===== src/rtl/exc_pkg.sv =====
package exc_pkg;
  typedef enum logic [1:0] {
    SRC_TRAP = 2'd0,
    SRC_FIRQ = 2'd1,
    SRC_IRQ  = 2'd2,
    SRC_NONE = 2'd3
  } src_e;

  localparam int FULL_LEN  = 14;
  localparam int SHORT_LEN = 3;
  localparam int NWORDS    = 4;
  localparam int CC_ENT    = 7;
  localparam int CC_FMASK  = 6;
  localparam int CC_IMASK  = 4;
endpackage


===== src/rtl/exc_arbiter.sv =====
module exc_arbiter
  import exc_pkg::*;
(
  input  logic clk,
  input  logic rst_n,
  input  logic can_take,
  input  logic irq_req,
  input  logic firq_req,
  input  logic irq_mask,
  input  logic firq_mask,
  input  logic ill_pulse,
  input  logic dz_pulse,
  output logic take,
  output src_e src,
  output logic take_dz
);
  logic pend_ill, pend_dz;
  logic ill_now, dz_now;
  logic pick_dz;

  assign ill_now = pend_ill | ill_pulse;
  assign dz_now  = pend_dz | dz_pulse;

  always_comb begin
    src     = SRC_NONE;
    pick_dz = 1'b0;
    if (ill_now) begin
      src = SRC_TRAP;
    end else if (dz_now) begin
      src     = SRC_TRAP;
      pick_dz = 1'b1;
    end else if (firq_req && !firq_mask) begin
      src = SRC_FIRQ;
    end else if (irq_req && !irq_mask) begin
      src = SRC_IRQ;
    end
  end

  assign take    = can_take && (src != SRC_NONE);
  assign take_dz = take && pick_dz;

  always_ff @(posedge clk) begin
    if (!rst_n) begin
      pend_ill <= 1'b0;
      pend_dz  <= 1'b0;
    end else begin
      pend_ill <= ill_now && !(take && (src == SRC_TRAP) && !pick_dz);
      pend_dz  <= dz_now && !take_dz;
    end
  end


  dz_kept_chk: assert property (@(posedge clk) disable iff (!rst_n)
    (dz_pulse || pend_dz) && !take_dz |=> pend_dz);


  ill_kept_chk: assert property (@(posedge clk) disable iff (!rst_n)
    (ill_pulse || pend_ill) && !take |=> pend_ill);
endmodule


===== src/rtl/exc_frame.sv =====
module exc_frame
  import exc_pkg::*;
#(
  parameter int IDXW = 4
) (
  input  logic            clk,
  input  logic            rst_n,
  input  logic            load,
  input  logic            full,
  input  logic [15:0]     pc,
  input  logic [15:0]     u,
  input  logic [15:0]     y,
  input  logic [15:0]     x,
  input  logic [7:0]      dp,
  input  logic [7:0]      acc_a,
  input  logic [7:0]      acc_b,
  input  logic [7:0]      acc_e,
  input  logic [7:0]      acc_f,
  input  logic [7:0]      cc,
  input  logic [IDXW-1:0] idx,
  output logic [7:0]      byte_out,
  output logic [7:0]      cc_saved
);
  logic [NWORDS-1:0][15:0] words;
  logic [7:0] frame_d [FULL_LEN];
  logic [7:0] frame_q [FULL_LEN];
  logic [7:0] cc_full, cc_short;

  assign words    = {x, y, u, pc};
  assign cc_full  = cc | 8'(1 << CC_ENT);
  assign cc_short = cc & ~8'(1 << CC_ENT);

  always_comb begin
    for (int w = 0; w < NWORDS; w++) begin
      frame_d[2*w]   = words[w][7:0];
      frame_d[2*w+1] = words[w][15:8];
    end
    frame_d[2*NWORDS]   = dp;
    frame_d[2*NWORDS+1] = acc_f;
    frame_d[2*NWORDS+2] = acc_e;
    frame_d[2*NWORDS+3] = acc_b;
    frame_d[2*NWORDS+4] = acc_a;
    frame_d[FULL_LEN-1] = cc_full;
    if (!full) begin
      frame_d[SHORT_LEN-1] = cc_short;
      for (int k = SHORT_LEN; k < FULL_LEN; k++) frame_d[k] = 8'h00;
    end
  end

  always_ff @(posedge clk) begin
    if (!rst_n) begin
      for (int k = 0; k < FULL_LEN; k++) frame_q[k] <= 8'h00;
      cc_saved <= 8'h00;
    end else if (load) begin
      for (int k = 0; k < FULL_LEN; k++) frame_q[k] <= frame_d[k];
      cc_saved <= full ? cc_full : cc_short;
    end
  end

  assign byte_out = (int'(idx) < FULL_LEN) ? frame_q[idx] : 8'h00;


  entire_flag_chk: assert property (@(posedge clk) disable iff (!rst_n)
    load |=> (cc_saved[CC_ENT] == $past(full)));
endmodule


===== src/rtl/exc_stacker.sv =====
module exc_stacker #(
  parameter int AW   = 16,
  parameter int IDXW = 4
) (
  input  logic            clk,
  input  logic            rst_n,
  input  logic            start,
  input  logic [AW-1:0]   sp_start,
  input  logic [IDXW-1:0] len,
  input  logic            wr_ready,
  output logic            wr_valid,
  output logic [AW-1:0]   wr_addr,
  output logic [IDXW-1:0] idx,
  output logic            last_done
);
  logic            active;
  logic [AW-1:0]   addr_q;
  logic [IDXW-1:0] idx_q, left_q;
  logic            fire, is_last;

  assign fire      = active && wr_ready;
  assign is_last   = (left_q == IDXW'(1));
  assign last_done = fire && is_last;

  always_ff @(posedge clk) begin
    if (!rst_n) begin
      active <= 1'b0;
      addr_q <= '0;
      idx_q  <= '0;
      left_q <= '0;
    end else if (start) begin
      active <= 1'b1;
      addr_q <= sp_start - AW'(1);
      idx_q  <= '0;
      left_q <= len;
    end else if (fire) begin
      idx_q  <= idx_q + IDXW'(1);
      left_q <= left_q - IDXW'(1);
      if (is_last) active <= 1'b0;
      else         addr_q <= addr_q - AW'(1);
    end
  end

  assign wr_valid = active;
  assign wr_addr  = addr_q;
  assign idx      = idx_q;


  hold_on_stall_chk: assert property (@(posedge clk) disable iff (!rst_n)
    wr_valid && !wr_ready && !start |=> wr_valid && $stable(wr_addr) && $stable(idx));


  addr_step_chk: assert property (@(posedge clk) disable iff (!rst_n)
    fire && !is_last && !start |=> wr_addr == $past(wr_addr) - AW'(1));
endmodule


===== src/rtl/exc_entry_seq.sv =====
module exc_entry_seq
  import exc_pkg::*;
#(
  parameter int AW = 16
) (
  input  logic          clk,
  input  logic          rst_n,
  input  logic          irq_req,
  input  logic          firq_req,
  input  logic          irq_mask,
  input  logic          firq_mask,
  input  logic          firq_full_mode,
  input  logic          illegal_op,
  input  logic          div_zero,
  input  logic [AW-1:0] sp_in,
  input  logic [15:0]   pc_in,
  input  logic [15:0]   u_in,
  input  logic [15:0]   y_in,
  input  logic [15:0]   x_in,
  input  logic [7:0]    dp_in,
  input  logic [7:0]    a_in,
  input  logic [7:0]    b_in,
  input  logic [7:0]    e_in,
  input  logic [7:0]    f_in,
  input  logic [7:0]    cc_in,
  input  logic          wr_ready,
  output logic          busy,
  output logic          wr_valid,
  output logic [AW-1:0] wr_addr,
  output logic [7:0]    wr_data,
  output logic [AW-1:0] sp_out,
  output logic          vec_req,
  output logic [1:0]    vec_sel,
  output logic          cc_wr,
  output logic [7:0]    cc_wr_data,
  output logic          trap_div
);
  localparam int IDXW = $clog2(FULL_LEN + 1);

  typedef enum logic [1:0] {ST_IDLE, ST_PUSH, ST_VEC} st_e;

  st_e             state;
  src_e            src, src_q;
  logic            take, take_dz, full_sel, last_done;
  logic [IDXW-1:0] len, idx;
  logic [7:0]      cc_saved;
  logic            trap_div_q;

  exc_arbiter u_arb (
    .clk(clk), .rst_n(rst_n), .can_take(state == ST_IDLE),
    .irq_req(irq_req), .firq_req(firq_req),
    .irq_mask(irq_mask), .firq_mask(firq_mask),
    .ill_pulse(illegal_op), .dz_pulse(div_zero),
    .take(take), .src(src), .take_dz(take_dz)
  );

  assign full_sel = (src != SRC_FIRQ) || firq_full_mode;
  assign len      = full_sel ? IDXW'(FULL_LEN) : IDXW'(SHORT_LEN);

  exc_frame #(.IDXW(IDXW)) u_frame (
    .clk(clk), .rst_n(rst_n), .load(take), .full(full_sel),
    .pc(pc_in), .u(u_in), .y(y_in), .x(x_in), .dp(dp_in),
    .acc_a(a_in), .acc_b(b_in), .acc_e(e_in), .acc_f(f_in), .cc(cc_in),
    .idx(idx), .byte_out(wr_data), .cc_saved(cc_saved)
  );

  exc_stacker #(.AW(AW), .IDXW(IDXW)) u_stk (
    .clk(clk), .rst_n(rst_n), .start(take), .sp_start(sp_in), .len(len),
    .wr_ready(wr_ready), .wr_valid(wr_valid), .wr_addr(wr_addr),
    .idx(idx), .last_done(last_done)
  );

  always_ff @(posedge clk) begin
    if (!rst_n) begin
      state      <= ST_IDLE;
      src_q      <= SRC_NONE;
      trap_div_q <= 1'b0;
    end else begin
      case (state)
        ST_IDLE: if (take) begin
          state <= ST_PUSH;
          src_q <= src;
          if (src == SRC_TRAP) trap_div_q <= take_dz;
        end
        ST_PUSH: if (last_done) state <= ST_VEC;
        default: state <= ST_IDLE;
      endcase
    end
  end

  assign busy       = (state != ST_IDLE);
  assign vec_req    = (state == ST_VEC);
  assign cc_wr      = vec_req;
  assign vec_sel    = src_q;
  assign sp_out     = wr_addr;
  assign trap_div   = trap_div_q;
  assign cc_wr_data = cc_saved | 8'(1 << CC_IMASK)
                    | ((src_q != SRC_IRQ) ? 8'(1 << CC_FMASK) : 8'h00);


  vec_single_chk: assert property (@(posedge clk) disable iff (!rst_n)
    vec_req |=> !vec_req);


  vec_in_busy_chk: assert property (@(posedge clk) disable iff (!rst_n)
    vec_req |-> busy && !wr_valid);


  stream_starts_chk: assert property (@(posedge clk) disable iff (!rst_n)
    $rose(busy) |-> wr_valid);


  firq_over_irq_chk: assert property (@(posedge clk) disable iff (!rst_n)
    !busy && firq_req && !firq_mask |=> vec_sel != 2'd2);
endmodule


===== config.mk =====
export PLATFORM = sky130hd
export DESIGN_NAME = exc_entry_seq
export DESIGN_NICKNAME = d
export VERILOG_FILES = /design/src/rtl/exc_pkg.sv /design/src/rtl/exc_arbiter.sv /design/src/rtl/exc_frame.sv /design/src/rtl/exc_stacker.sv /design/src/rtl/exc_entry_seq.sv
export SDC_FILE = /design/constraint.sdc
export NUM_CORES = 1
export LEC_CHECK = 0
export ABC_CLOCK_PERIOD_IN_PS = 5200
export BUFFER_PORTS_ARGS = -buffer_cell sky130_fd_sc_hd__buf_2
export CELL_PAD_IN_SITES_DETAIL_PLACEMENT = 1
export CELL_PAD_IN_SITES_GLOBAL_PLACEMENT = 1
export CORE_ASPECT_RATIO = 1.25
export CORE_MARGIN = 5
export CORE_UTILIZATION = 35
export DETAILED_ROUTE_END_ITERATION = 8
export PLACE_DENSITY_LB_ADDON = 0.15
export SLEW_MARGIN = 10
export SYNTH_ARGS = -nofsm -noshare
export SYNTH_HDL_FRONTEND = slang
export SYNTH_SLANG_ARGS = --single-unit

===== constraint.sdc =====
create_clock -name clk -period 5.2 [get_ports clk]
set_input_delay 1.04 -clock clk [delete_from_list [all_inputs] [get_ports clk]]
set_output_delay 1.04 -clock clk [all_outputs]
set_load 0.01 [all_outputs]

==> summary by stage <==
Clocking
The tree built by TritonCTS fans out to 155 sinks. After clock tree synthesis, the clock-pin slew on the worst setup and hold paths is 60 ps. The buffer cell driving the clock tree root is clkbuf_16. The TritonCTS clock tree is built.

The number of levels the H-tree was split into is 4. The worst-case clock buffer depth is 2. Once the clock tree was built, the resizer swapped 0 gates to a different size.

Clock latency on the worst-skew pair, taken at its later pin, is 430 ps. The clock buffer count from CTS is 17. The quantity of hold-fixing buffers added after cts is 0. The total setup buffers inserted after CTS is 0.

STA
Setup repair after global routing left no endpoint under its margin. Summed over all failing endpoints, the final setup total negative slack is 0 ps. The worst-case clock skew is 6.84 ps. The final max-slew violation count is 0. The worst-margin pin slew is 1030 ps. The period utilization is 0.735.

The total count of hold-check failures in the final report was 0. The worst relative slew slack is 0.315. Setup violations remaining at the end of the flow were counted as 0.

The maximum clock rate is 262 MHz. The clock period could shrink to 3820 ps.

Place
The total half-perimeter wirelength after legalization and detailed placement is 15500 microns. The final weighted congestion in routability-driven placement is 0.833. The count of input and output buffers is 190. Summing all placed instances gives a cell area of 0.00855 sq mm.

Critical path
The data required time of the critical path is 4160 ps. The largest individual stage delay along the critical path comes from the cell dfxtp_1. Among the stages of the critical path, the cell type that occurs most often is mux4_2. Along the worst path, the maximum fanout reaches 16. The category of the worst setup path capture point is an output pin.

For the worst setup path, the data arrival time is 2780 ps. STA classifies the critical path startpoint as a register. Walking the worst path, the cells encountered are buf_4 > mux4_2 > mux4_2 > nor2b_1 > buf_2. The peak per-stage delay on the critical path is 880 ps. The category of the most critical setup path is reg -> out.

Synth
The multiplexer share of the synthesized area is 0.129. In the synthesized netlist the async set-or-reset flop fraction comes to 0. The average cell area after synthesis is 12.8 sq um.

Of the total synthesized cell area, the portion taken by full adders, half adders and majority gates is 0.00672. The post-synthesis instance total is 584. By area, the combinational part of the netlist is dominated by simple AND/OR/NAND/NOR gates. The synthesized netlist occupies a cell area of 0.00745 sq mm. The synthesized-area fraction occupied by ao, oa, aoi and oai cells was 0.0502. The post-synthesis share of cell area spent on xor and xnor gates is 0.0329. After synthesis the netlist holds a flip-flop and latch count of 155.

The number of synthesis warnings is 0. The dominant register cell in the synthesized netlist is edfxtp_1. The number of nets handed over by synthesis was 726. For this run, the register share of the synthesized area comes to 0.567.

The number of flops mapped to enable cells by yosys is 112. Of the total synthesized cell area, the portion taken by AND, OR, NAND and NOR gates is 0.168. The number of different library cells used by synthesis comes to 50.

Layout
The library cell used most frequently in the layout, excluding fill and tap cells, is buf_2. The area growth from synthesis to final layout is 22.4%. Leaving out fill and tap cells, the most frequent cells in the layout are buf_2, edfxtp_1, and2_1. Counting the fill cells in the layout gives 2245.

The final net count is 890. The fraction of final layout cells with drive strength greater than 1 is 0.386. After routing the design area is 0.00911 sq mm.

Global route
For this run, the total global-route usage over all layers was measured as 0.174. For this run the aggregate overflow at the end of global routing stands at 0. The initial antenna violation count is 5. The via count of the first global-routing pass is 5940. The first global-routing pass estimated 32900 microns of wire.

Entering global routing, the biggest net connects 47 pins.

Floorplanning
The initialized floorplan defines 59 standard-cell rows. In this run the standard cell core region covers 0.0209 sq mm. The die footprint is 0.0243 sq mm. The height of the die is 173 microns.

The starting density of the core is 0.357. In this run the horizontal extent of the chip is 140 microns. During I/O placement, the number of pins put on the boundary was 193.

Pwr
The leakage power summed over all cells is 3.73 nW. The net switching power of the design is 838 uW. Power spread over the standard cell area amounts to 349 mW/mm^2. The overall power consumption is 3.18 mW.

The share of power burned in registers is 0.479. Of the total power, the share spent switching nets is 0.264. Across the VDD grid, the largest voltage drop is 0.000296 V. Internal power comes to 2.34 mW. The share of total power dissipated in combinational logic is 0.143.

Of the total power, the clock network draws 0.378.

Detailed routing
After detailed routing, the number of vias per cell comes to 4.99. The first routing iteration left 178 violations. The count of nets left with antenna violations once routing finished came out at 0. The residual DRC count is 0. The first TritonRoute pass finished after 5 iterations. The average wire per cell in the routed design is 20.1 microns. The total length of routed wires is 20800 microns. The routed layout has 5167 vias.

Status
The flow ran to the end, and the final reports show no timing, DRC or antenna violations.

Flow run
The max capacitance violation total is 0.

Min path
The path type of the worst min-delay path is reg -> reg.
==> through the flow <==
step	util	hold slack (ps)	cells	worst slack [ps]
global placement	0.409	448	1003	1230
finish	0.436	462	1035	1380
CTS	0.436	467	1034	1290
detailed placement	0.409	457	1003	1070
global route	0.436	486	1035	1210
floorplan	-	432	584	1100
==> worst max-delay path, delay by kind of cell (launching register included) <==
kind                   cells  cell delay, ps
flip-flops                 1             880
AND/OR/NAND/NOR            1             140
multiplexers               2             830
buffers and inverters      2             500
==> cells in the mapped netlist (4+ instances only) <==
library cell / count / share of area
buf_4: 24 / 0.024
a21oi_1: 19 / 0.013
and2_1: 89 / 0.075
nor3_1: 17 / 0.011
edfxtp_1: 112 / 0.45
o22ai_1: 5 / 0.0042
or3_1: 4 / 0.0034
and3_1: 19 / 0.016
mux2i_1: 12 / 0.016
nor2b_1: 11 / 0.0092
xnor2_1: 20 / 0.024
xor2_1: 8 / 0.0094
ha_1: 4 / 0.0067
mux4_2: 32 / 0.097
buf_1: 4 / 0.0020
mux2_2: 8 / 0.012
nor2_1: 30 / 0.015
o31ai_1: 4 / 0.0040
nand2_1: 29 / 0.015
clkbuf_1: 31 / 0.016
dfxtp_1: 43 / 0.12
o21ai_0: 10 / 0.0067
nor4_1: 7 / 0.0059
a211oi_1: 5 / 0.0050
==> layer usage <==
layer | vias to the layer above | global-route usage | share of wire
met3 | 29 | 0.0525 | 0.061
met2 | 158 | 0.299 | 0.51
met1 | 2540 | 0.212 | 0.41
met5 | - | 0 | 0.0022
li1 | 2432 | - | -
met4 | 8 | 0.0505 | 0.014
==> cell type report <==
| type | instances | area [sq um] | share of cell area |
|---|---|---|---|
| flip-flops and latches | 155 | 4230 | 0.464 |
| multi-input cells | 365 | 2900 | 0.318 |
| repair buffers | 205 | 1060 | 0.117 |
| clock buffers | 17 | 425 | 0.0467 |
| well taps | 274 | 343 | 0.0376 |
| clock inverters | 14 | 138 | 0.0151 |
| inverters | 4 | 15.0 | 0.00165 |
| diodes | 1 | 2.50 | 0.000275 |
==> power groups by stage <==
stage	logic, mW	registers (mW)	clock network [mW]
after global routing	0.503	1.54	1.29
after global placement	0.452	1.54	0
after floorplan	0.292	1.54	0
final	0.455	1.52	1.20
after CTS	0.466	1.53	1.23
after detailed placement	0.463	1.55	0
==> state kept, by name (all words and copies together), names as in the netlist, named ones only <==
signal / cells
vec_sel: 2
u_stk.wr_addr: 16
u_arb.pend_dz: 1
trap_div: 1
u_stk.idx: 4
u_frame.cc_saved: 7
u_arb.pend_ill: 1
u_frame.frame_q: 112
u_stk.left_q: 4
u_stk.wr_valid: 1
state: 2
==> cells by family (layout without fill, tap and decap cells) <==
logic type,after synthesis,after routing
simple gates,223,223
flops,155,155
buf+inv,64,240
compound gates,55,55
mux,54,54
xor+xnor,28,28
fa+ha+maj,4,4
other cells,1,2
==> path summary, 6_finish.rpt <==
check	from	to	cells after the start	slack (ps)
min reg2reg	u_frame.cc_saved[2]	u_frame.cc_saved[2]	2	460
max reg2reg	u_arb.pend_dz	u_stk.wr_addr[14]	9	1950
max	register	wr_data[6]	5	1380
min	u_frame.cc_saved[2]	u_frame.cc_saved[2]	2	460
Power figures use the tool's default switching activity.
